===== config.mk =====
export PLATFORM = sky130hd
export DESIGN_NAME = preset_up_counter
export DESIGN_NICKNAME = d
export VERILOG_FILES = /design/src/rtl/cnt_pkg.sv /design/src/rtl/tc_detect.sv /design/src/rtl/cnt_action.sv /design/src/rtl/preset_up_counter.sv
export SDC_FILE = /design/constraint.sdc
export NUM_CORES = 1
export LEC_CHECK = 0
export ABC_CLOCK_PERIOD_IN_PS = 2280
export BUFFER_PORTS_ARGS = -buffer_cell sky130_fd_sc_hd__buf_2
export CORE_UTILIZATION = 40
export DETAILED_ROUTE_END_ITERATION = 8
export GPL_TIMING_DRIVEN = 1
export HOLD_SLACK_MARGIN = 0.02
export PLACE_DENSITY = 0.72
export SKIP_CTS_REPAIR_TIMING = 1
export SLEW_MARGIN = 20
export SYNTH_ARGS = -nofsm -noshare
export SYNTH_HDL_FRONTEND = slang
export SYNTH_SLANG_ARGS = --single-unit

===== constraint.sdc =====
create_clock -name clk -period 2.28 [get_ports clk]
set_input_delay 0.228 -clock clk [delete_from_list [all_inputs] [get_ports clk]]
set_output_delay 0.228 -clock clk [all_outputs]
set_load 0.1 [all_outputs]

===== src/rtl/cnt_pkg.sv =====
package cnt_pkg;

    // What the counter does at the coming edge, in priority order.
    typedef enum logic [2:0] {
        ACT_HOLD   = 3'd0,
        ACT_INC    = 3'd1,
        ACT_WRAP   = 3'd2,
        ACT_RELOAD = 3'd3,
        ACT_LOAD   = 3'd4
    } cnt_act_e;

endpackage


===== src/rtl/tc_detect.sv =====
module tc_detect #(
    parameter int W = 8
) (
    input  logic [W-1:0] value,
    output logic         tc_n
);
    // Active-low flag for the all-ones state.
    always_comb begin
        tc_n = ~(&value);
    end
endmodule


===== src/rtl/cnt_action.sv =====
module cnt_action
    import cnt_pkg::*;
(
    input  logic     load_en,
    input  logic     cnt_en,
    input  logic     reload_gate,
    input  logic     tc_n,
    output cnt_act_e act
);
    // Explicit load wins; terminal-count handling only applies while counting.
    always_comb begin
        if (load_en) begin
            act = ACT_LOAD;
        end else if (!cnt_en) begin
            act = ACT_HOLD;
        end else if (!tc_n) begin
            act = reload_gate ? ACT_RELOAD : ACT_WRAP;
        end else begin
            act = ACT_INC;
        end
    end
endmodule


===== src/rtl/preset_up_counter.sv =====
module preset_up_counter
    import cnt_pkg::*;
#(
    parameter int W = 8
) (
    input  logic         clk,
    input  logic         rst_a,
    input  logic         load_en,
    input  logic [W-1:0] preset,
    input  logic         cnt_en,
    input  logic         reload_gate,
    output logic [W-1:0] count,
    output logic         tc_n,
    output logic         div_out
);
    localparam logic [W-1:0] ONE = W'(1);

    typedef struct packed {
        logic [W-1:0] cnt;
        logic         div;
    } state_t;

    state_t   st_d, st_q;
    cnt_act_e act;
    logic     tc_n_w;

    tc_detect #(.W(W)) u_tc (
        .value (st_q.cnt),
        .tc_n  (tc_n_w)
    );

    cnt_action u_act (
        .load_en     (load_en),
        .cnt_en      (cnt_en),
        .reload_gate (reload_gate),
        .tc_n        (tc_n_w),
        .act         (act)
    );

    always_comb begin
        st_d     = st_q;
        st_d.div = 1'b0;
        case (act)
            ACT_LOAD:   st_d.cnt = preset;
            ACT_RELOAD: begin
                st_d.cnt = preset;
                st_d.div = 1'b1;
            end
            ACT_WRAP: begin
                st_d.cnt = st_q.cnt + ONE;
                st_d.div = 1'b1;
            end
            ACT_INC:    st_d.cnt = st_q.cnt + ONE;
            default:    st_d.cnt = st_q.cnt;
        endcase
    end

    always_ff @(posedge clk or posedge rst_a) begin
        if (rst_a) begin
            st_q <= '0;
        end else begin
            st_q <= st_d;
        end
    end

    assign count   = st_q.cnt;
    assign tc_n    = tc_n_w;
    assign div_out = st_q.div;

    // normal increment below the top value
    a_r2_increment: assert property (@(posedge clk) disable iff (rst_a)
        (!load_en && cnt_en && tc_n) |=> (count == $past(count) + ONE));
    // zero is never the terminal count
    a_r3_zero_not_tc: assert property (@(posedge clk) disable iff (rst_a)
        (count == '0) |-> tc_n);
    // wrap to zero with the gate low
    a_r4_wrap: assert property (@(posedge clk) disable iff (rst_a)
        (!load_en && cnt_en && !tc_n && !reload_gate) |=> (count == '0));
    // reload of preset with the gate high
    a_r5_reload: assert property (@(posedge clk) disable iff (rst_a)
        (!load_en && cnt_en && !tc_n && reload_gate) |=> (count == $past(preset)));
    // explicit load has priority
    a_r6_load: assert property (@(posedge clk) disable iff (rst_a)
        load_en |=> (count == $past(preset)));
    // hold when disabled
    a_r7_hold: assert property (@(posedge clk) disable iff (rst_a)
        (!load_en && !cnt_en) |=> $stable(count));
    // divider pulse only after a terminal-count event
    a_r8_div_cause: assert property (@(posedge clk) disable iff (rst_a)
        (!load_en && cnt_en && !tc_n) |=> div_out);
    a_r8_div_none: assert property (@(posedge clk) disable iff (rst_a)
        (load_en || !cnt_en || tc_n) |=> !div_out);
endmodule


==> out/metrics.yaml, run 1 <==
status:
  status: "completed"
timing:
  clock_skew_ns: 0.001412
  tns_ns: 0
  finalCritPeriodShare: 0.8338
  max_freq_ghz: 0.5260
  fin_crit_ns: 1.901
  finalSetupViolCount: 0
  drv_slew: 0
  hold_viol_final: 0
  rsz0062_at_grt: "no"
  setup_ws_ns: 0.3789
  relSlewSlack: 0.6533
  max_slew.worst_pin.slew_ns: 0.5182
route:
  postRouteAntennaNets: 0
  drc: 0
  wirelength_um: 1253
  drtPass1Iterations: 4
  wire_per_inst_um: 12.41
  via_count: 580
  drt_iter0_drc: 17
  viasPerCell: 5.743
layout:
  final_cell_mix: "buf_2 (22), nand3_1 (9), nand2_1 (9)"
  multiInputGateArea_um2: 321.6
  diodes: 0
  syn2layout_area_growth_pct: 27.69
  layout_commonest_cell: "buf_2"
  final_cells: 101
  fillers: 131
  seq_area_um2: 232.7
  drive_gt1_frac: 0.4186
  fin_nets: 101
setup_path:
  crit_slowest_cell: "dfrtp_2"
  path_class: "reg2reg"
  r2r_setup_slack_ns: 0.38
  start_kind: "flop"
  critPathMaxFanout: 9
  endpoint: "count[6]$_DFFE_PP0P_"
  crit_path_max_incr_delay_ns: 0.43
  crit_path_start: "count[0]$_DFFE_PP0P_"
  crit-reg2reg-launch: "count[0]$_DFFE_PP0P_"
  crit_family: "compound AO/OA/AOI/OAI gates"
  path_cells: "ha_1, and4_4, a31oi_4, mux2_2, o22a_1"
  critPathCaptureType: "flop"
  cp.required_ns: 2.43
  worstRegToRegCells: 5
  cp_num_cells: 5
  timing.rr.end: "count[6]$_DFFE_PP0P_"
  cp.arrival_ns: 2.05
  cp.buffers_inverters: 0
clock_network:
  cts_tree: "done"
  cts-root-buf: "clkbuf_4"
  clock-sinks: 9
  clkTransAtPathRegs_ns: 0.06
  cts_buffer_depth: 2
  cts-buffers-inserted: 3
  htreeDepth: 1
  clk_latency_ns: 0.26
die:
  start_util: 0.4321
  die_width_um: 39.73
  num_io_pins: 23
  die-area_mm2: 0.001578
  placementRows: 13
  core_area_mm2: 0.001318
  die-height_um: 39.73
synth:
  synth-main-ff-cell: "dfrtp_1"
  yosysSeqAreaShare: 0.3956
  netlist.top_cell.by_area: "dfrtp_1"
  async_flop_share: 1.000
  yosysWarnings: 0
  synth_top_area_share: 0.3956
  synthTopCellsByArea: "dfrtp_1 (40%), nand3_1 (7.9%), nand2_1 (5.9%)"
  post_synth_num_cell_types: 28
  ys_ff_latch: 9
  syn_avg_cell_area_um2: 9.333
  netlist_instances: 61
  synth_edf_count: 0
  syn_nets: 75
  netlist_area_um2: 569.3
power_and_ir_drop:
  total_power_w: 0.0005577
  leakagePower_nw: 0.3231
  power-per-cell-area_mw_per_mm2: 767.2
  vdd_drop_max_mv: 0.3608
global_route:
  grt-ovfl-total: 0
  grt.total_usage: 0.1851
  grt_max_degree: 10
  antenna_found_initial: 0
  grt_pass1_wl_um: 1911
  grt_pass1_vias: 460
place:
  gp_congestion: 0.7719
  hpwl_um: 949.9
  port_buffers: 22
  place_ws_ns: 0.4004
  place_inst: 96
flow_run:
  cap_violations: 0
min_path:
  min_path_type: "in2reg"
==> Yosys cell counts, drive strengths merged (2+ instances only) <==
master	number
nand2	9
dfrtp	9
o21ai	2
mux2i	2
nand3	9
o22a	2
a21oi	5
nor2	2
inv	2
and3	2
==> metrics by stage <==
stage | hold slack (ns) | area, µm² | utilization
final | 0.2074 | 726.9 | 0.5518
after global routing | 0.2355 | 726.9 | 0.5518
after CTS | -0.07207 | 716.9 | 0.5442
after detailed placement | 0.2112 | 690.7 | 0.5242
after global placement | 0.2114 | 690.7 | 0.5242
after floorplan | 0.05551 | 576.8 | -
==> flip-flops by register name (all words and copies together), names as in the netlist <==
name,cells
count,8
div_out,1
==> layout make-up <==
type                            count  share of cell area
Clock buffer                        4             0.03614
Inverter                            2             0.01033
Multi-Input combinational cell     48              0.4423
Sequential cell                     9              0.3201
Tap cell                           15             0.02582
Timing Repair Buffer               23              0.1652
==> cell families (layout without fill, tap and decap cells) <==
group / Yosys count / count (layout) / share of synthesized area
AOI/OAI and AO/OA: 16 / 16 / 0.2352
adders and majority gates: 1 / 1 / 0.02197
buffers and inverters: 4 / 29 / 0.03956
DFF: 9 / 9 / 0.3956
muxes: 3 / 3 / 0.05495
and+or+nand+nor: 28 / 28 / 0.2528
==> worst register-to-register path: cells and delay by family (launching register included) <==
kind / cells / cell delay, ns
and+or+nand+nor: 1 / 0.24
AOI/OAI and AO/OA: 2 / 0.51
muxes: 1 / 0.38
DFF: 1 / 0.43
adders and majority gates: 1 / 0.24
==> power breakdown <==
part	internal (W)	switching [W]	total (W)
combinational	0.0000496	0.000183	0.000233
clock	0.0000674	0.0000545	0.000122
sequential	0.000180	0.0000225	0.000203
total	0.000297	0.000260	0.000558
==> how the worst min path moves through the flow <==
stage,depth (start not counted),end,slack (ns),start
3_5_place_dp,2,count[7]$_DFFE_PP0P_,0.21,rst_a
4_1_cts,2,count[6]$_DFFE_PP0P_,-0.07,rst_a
5_1_grt,3,count[7]$_DFFE_PP0P_,0.24,preset[7]
6_report,3,count[1]$_DFFE_PP0P_,0.21,preset[1]
2_1_floorplan,1,count[6]$_DFFE_PP0P_,0.06,rst_a
3_3_place_gp,2,count[7]$_DFFE_PP0P_,0.21,rst_a
==> routing by layer <==
| metal | part of all wire | wire (µm) | global-route usage | up-vias |
|---|---|---|---|---|
| met3 | 0.051 | 64 | 0.03977 | 2 |
| met4 | 0.0040 | 5 | 0.1034 | 0 |
| met5 | 0 | 0 | 0 | - |
| met2 | 0.47 | 594 | 0.2787 | 21 |
| met1 | 0.47 | 588 | 0.2397 | 271 |
| li1 | - | - | - | 286 |
No activity file was read; power rests on OpenSTA's default activity.
==> run 2: changes to the inputs <==
ABC_CLOCK_PERIOD_IN_PS = 2000   (was 2280)
clock period = 2 ns   (was 2.28 ns; I/O delays follow)
==> run 2 against run 1 <==
Non-clock buffer count grew 1. Combinational power up 17%. Core utilization up 2.6 points. Flip-flop and latch count stayed put. Largest cell class unchanged. Register-to-register slack worse by 0.21 ns. Hold slack worse by 0.032 ns. Final cell count grew 0.99%. Wire length up 13%. Global-route usage rose by 3.1 points. Sequential power is 17% higher.
==> out/metrics.yaml, run 2 (synthesized netlist as in run 1, its figures left out) <==
status:
  status: "completed"
route:
  via_count: 582
  postRouteAntennaNets: 0
  wire_per_inst_um: 13.87
  drtPass1Iterations: 4
  drt_iter0_drc: 19
  viasPerCell: 5.706
  drc: 0
  wirelength_um: 1415
setup_path:
  crit_family: "flip-flops"
  critPathMaxFanout: 6
  endpoint: "tc_n"
  cp.buffers_inverters: 1
  cp.arrival_ns: 1.65
  worstRegToRegCells: 5
  critPathCaptureType: "output pin"
  r2r_setup_slack_ns: 0.17
  crit_path_start: "count[0]$_DFFE_PP0P_"
  crit_path_max_incr_delay_ns: 0.51
  start_kind: "flop"
  crit-reg2reg-launch: "count[0]$_DFFE_PP0P_"
  path_class: "reg2out"
  path_cells: "ha_4, and4_4, nand2_2, buf_2"
  cp.required_ns: 1.80
  cp_num_cells: 4
  timing.rr.end: "count[6]$_DFFE_PP0P_"
  crit_slowest_cell: "dfrtp_4"
timing:
  fin_crit_ns: 1.854
  tns_ns: 0
  hold_slack_ns: 0.1750
  drv_slew: 0
  max_slew.worst_pin.slew_ns: 0.4878
  max_freq_ghz: 0.5393
  finalSetupViolCount: 0
  hold_viol_final: 0
  clock_skew_ns: 0.002416
  finalCritPeriodShare: 0.9271
  rsz0062_at_grt: "no"
  relSlewSlack: 0.6770
clock_network:
  cts_tree: "done"
  clkTransAtPathRegs_ns: 0.07
  htreeDepth: 1
  clk_latency_ns: 0.26
  clock-sinks: 9
  cts_buffer_depth: 2
  cts-root-buf: "clkbuf_4"
  cts-buffers-inserted: 3
die:
  die_width_um: 39.73
  num_io_pins: 23
  core_area_mm2: 0.001318
  die-area_mm2: 0.001578
  placementRows: 13
  start_util: 0.4321
  die-height_um: 39.73
min_path:
  min_path_type: "in2reg"
flow_run:
  cap_violations: 0
global_route:
  grt_pass1_vias: 508
  grt-ovfl-total: 0
  grt.total_usage: 0.2161
  grt_max_degree: 10
  antenna_found_initial: 0
  grt_pass1_wl_um: 2249
layout:
  largest_reg_flops: 8
  fin_nets: 102
  layout_commonest_cell: "buf_2"
  fillers: 122
  final_area_um2: 760.7
  final_cells: 102
  final_cell_mix: "buf_2 (22), nand3_1 (9), nand2_1 (8)"
  drive_gt1_frac: 0.4713
  syn2layout_area_growth_pct: 33.63
  diodes: 0
place:
  port_buffers: 22
  hpwl_um: 1029
  dpl_cell_area_um2: 724.4
  place_inst: 97
  gp_congestion: 0.7471
power_and_ir_drop:
  power-per-cell-area_mw_per_mm2: 863.2
  leakagePower_nw: 0.3309
  vdd_drop_max_mv: 0.4065
run 2: changes by cell type in the layout (fill, tap and decap cells not counted), sizes merged:
cell  change
buf       +1
run 2: worst min-delay path by stage:
stage,from,end,slack [ns],depth (start not counted)
floorplan,rst_a,div_out$_DFF_PP0_,0.03,1
global placement,rst_a,count[0]$_DFFE_PP0P_,0.19,2
detailed placement,rst_a,count[0]$_DFFE_PP0P_,0.20,2
CTS,rst_a,count[0]$_DFFE_PP0P_,-0.09,2
global route,preset[1],count[1]$_DFFE_PP0P_,0.20,3
finish,preset[1],count[1]$_DFFE_PP0P_,0.18,3
run 2: stage by stage:
step	setup slack (ns)	total power, W	utilization
after detailed placement	0.1789	0.0005129	0.5499
after global placement	0.2045	0.0005102	0.5499
after global routing	0.1001	0.0006909	0.5774
after CTS	0.1384	0.0006620	0.5698
after floorplan	-0.007131	0.0004584	-
final	0.1457	0.0006567	0.5774
run 2: power by group:
group	total, W	switching (W)	internal, W
clock	0.000146	0.0000689	0.0000770
combinational	0.000273	0.000211	0.0000617
sequential	0.000238	0.0000291	0.000209
run 2: area by class of cell:
type | instances | area (µm²) | area share
repair buffers | 24 | 127.6 | 0.1678
clock buffers | 4 | 26.28 | 0.03454
flip-flops and latches | 9 | 240.2 | 0.3158
well taps | 15 | 18.77 | 0.02467
multi-input cells | 48 | 340.3 | 0.4474
inverters | 2 | 7.507 | 0.009868
run 2: routing by layer:
| layer | share of wire | global-route usage | vias up | wire [µm] |
|---|---|---|---|---|
| met4 | 0.0071 | 0.1034 | 0 | 10 |
| li1 | - | - | 284 | - |
| met1 | 0.47 | 0.2784 | 277 | 671 |
| met5 | 0 | 0 | - | 0 |
| met2 | 0.46 | 0.3238 | 19 | 656 |
| met3 | 0.054 | 0.06250 | 2 | 77 |
run 2: worst reg2reg max path: stages (launching register included):
cell and delay, ns:
dfrtp_4 0.51, ha_4 0.18, and4_4 0.22, a31oi_4 0.31, mux2_4 0.33, o22a_1 0.19
==> run 3: changes to the inputs <==
ABC_AREA = 1   (was default)
CORE_ASPECT_RATIO = 0.8   (was default)
CTS_CLUSTER_SIZE = 25   (was default)
PLACE_DENSITY = 0.66   (was 0.72)
==> run 3 against run 2 <==
Synthesized area grew 22%. Fmax grew 1.0%. Design area grew 17%. Combinational power grew 8.8%. Hold slack lost 0.049 ns. Critical path depth grew 1. Setup slack gained 0.019 ns. Sequential power is essentially flat. Via count grew 26%. Die area grew 21%. Global-route usage shrank 1.9 points. Clock power is essentially flat. Critical path type unchanged. Critical endpoint unchanged. Largest power group unchanged. Highest routed layer unchanged.
==> out/metrics.yaml, run 3 <==
layout:
  drive_gt1_frac: 0.3309
  layout_commonest_cell: "nand2_1"
  diodes: 0
  fin_nets: 151
  largest_reg_flops: 8
  syn2layout_area_growth_pct: 27.93
  final_cell_mix: "nand2_1 (42), buf_2 (22), inv_1 (19)"
  final_cells: 158
timing:
  drv_slew: 0
  hold_slack_ns: 0.1261
  tns_ns: 0
  clock_skew_ns: 0.004804
  relSlewSlack: 0.6801
  max_freq_ghz: 0.5448
  finalSetupViolCount: 0
  max_slew.worst_pin.slew_ns: 0.4832
  rsz0062_at_grt: "no"
  finalCritPeriodShare: 0.9178
  fin_crit_ns: 1.836
  hold_viol_final: 0
route:
  viasPerCell: 4.627
  wire_per_inst_um: 10.12
  postRouteAntennaNets: 0
  wirelength_um: 1599
  via_count: 731
  drt_iter0_drc: 8
  drc: 0
  drtPass1Iterations: 4
status:
  status: "completed"
place:
  hpwl_um: 1178
  place_inst: 153
  port_buffers: 22
  gp_congestion: 0.8063
setup_path:
  crit_path_start: "count[0]$_DFFE_PP0P_"
  crit_slowest_cell: "dfrtp_2"
  critPathCaptureType: "output pin"
  cp.required_ns: 1.80
  critPathMaxFanout: 6
  cp.arrival_ns: 1.64
  crit_family: "flip-flops"
  crit-reg2reg-launch: "count[0]$_DFFE_PP0P_"
  path_cells: "ha_1, nand2_1, nor2_4, nand2_2, buf_2"
  crit_path_max_incr_delay_ns: 0.44
  path_class: "reg2out"
  start_kind: "flop"
  cp.buffers_inverters: 1
synth:
  netlist_instances: 108
  synth_top_area_share: 0.3243
  synth-main-ff-cell: "dfrtp_1"
  async_flop_share: 1.000
  ys_ff_latch: 9
  ys_top_cells_by_count: "nand2_1 (43), inv_1 (19), nand3_1 (15)"
  synth_edf_count: 0
  syn_nets: 122
  post_synth_num_cell_types: 19
  netlist_area_um2: 694.4
  yosysWarnings: 0
  synth.most_common_cell: "nand2_1"
  netlist.top_cell.by_area: "dfrtp_1"
  yosysSeqAreaShare: 0.3243
  syn_avg_cell_area_um2: 6.430
  synthTopCellsByArea: "dfrtp_1 (32%), nand2_1 (23%), nand3_1 (11%)"
die:
  core_area_mm2: 0.001627
  die-height_um: 39.27
  die_width_um: 48.59
  die-area_mm2: 0.001908
  start_util: 0.4269
  num_io_pins: 23
  placementRows: 13
clock_network:
  clk_latency_ns: 0.26
  cts_tree: "done"
  cts-buffers-inserted: 3
  clock-sinks: 9
  cts-root-buf: "clkbuf_4"
  htreeDepth: 1
  clkTransAtPathRegs_ns: 0.07
  cts_buffer_depth: 2
global_route:
  grt_max_degree: 11
  antenna_found_initial: 0
  grt-ovfl-total: 0
  grt_pass1_wl_um: 2635
  grt_pass1_vias: 580
  grt.total_usage: 0.1970
power_and_ir_drop:
  power-per-cell-area_mw_per_mm2: 763.0
  vdd_drop_max_mv: 0.5580
  leakagePower_nw: 0.5143
  total_power_w: 0.0006778
min_path:
  hold_path.startpoint: "load_en"
  min_path_type: "in2reg"
flow_run:
  cap_violations: 0
## run 3: per-stage QoR
step / instance area [µm²] / utilization / setup slack (ns)
2_1_floorplan: 706.9 / - / 0.08039
3_5_place_dp: 852.1 / 0.5238 / 0.4400
3_3_place_gp: 852.1 / 0.5238 / 0.4711
6_report: 888.4 / 0.5462 / 0.1643
4_1_cts: 878.3 / 0.5400 / 0.1473
5_1_grt: 888.4 / 0.5462 / 0.1040
## run 3: power by group
part           switching (W)  leakage [nW]  internal (W)
clock              0.0000677        0.0150     0.0000770
combinational       0.000232         0.400     0.0000652
sequential         0.0000308        0.0998      0.000205
total               0.000330         0.514      0.000347
## run 3: area by class of cell
class	instances	area, µm²
fillers	157	738.2
multi-input cells	76	382.9
flip-flops and latches	9	235.2
repair buffers	24	127.6
inverters	23	88.84
well taps	22	27.53
clock buffers	4	26.28
## run 3: cells by family after synthesis
kind of cell / Yosys count / synth area share
flops: 9 / 0.3243
simple gates: 71 / 0.4973
fa+ha+maj: 1 / 0.01802
compound gates: 4 / 0.03243
buf+inv: 23 / 0.1279
## run 3: routing by layer
layer  global-route usage  share of wire
met3              0.06202          0.053
met5                    0              0
met2               0.3169           0.43
met1               0.2541           0.51
met4              0.06618         0.0069
## run 3: final timing paths
check / endpoint / slack (ns) / depth (start not counted)
min in group asynchronous: div_out$_DFF_PP0_ / 0.45 / 3
max: tc_n / 0.16 / 5
max in group asynchronous: count[5]$_DFFE_PP0P_ / 1.26 / 3
max reg2reg: count[0]$_DFFE_PP0P_ / 0.53 / 8
min: div_out$_DFF_PP0_ / 0.13 / 2
min reg2reg: count[1]$_DFFE_PP0P_ / 0.52 / 2
## run 3: worst reg2reg max path, stage by stage, from the launching register on
cell and delay, ns:
dfrtp_2 0.41, ha_1 0.23, nand2_1 0.12, nor2_4 0.15, nand3_4 0.15, nand2_8 0.13
nand2_1 0.06, nand3_1 0.06, o21ai_1 0.06
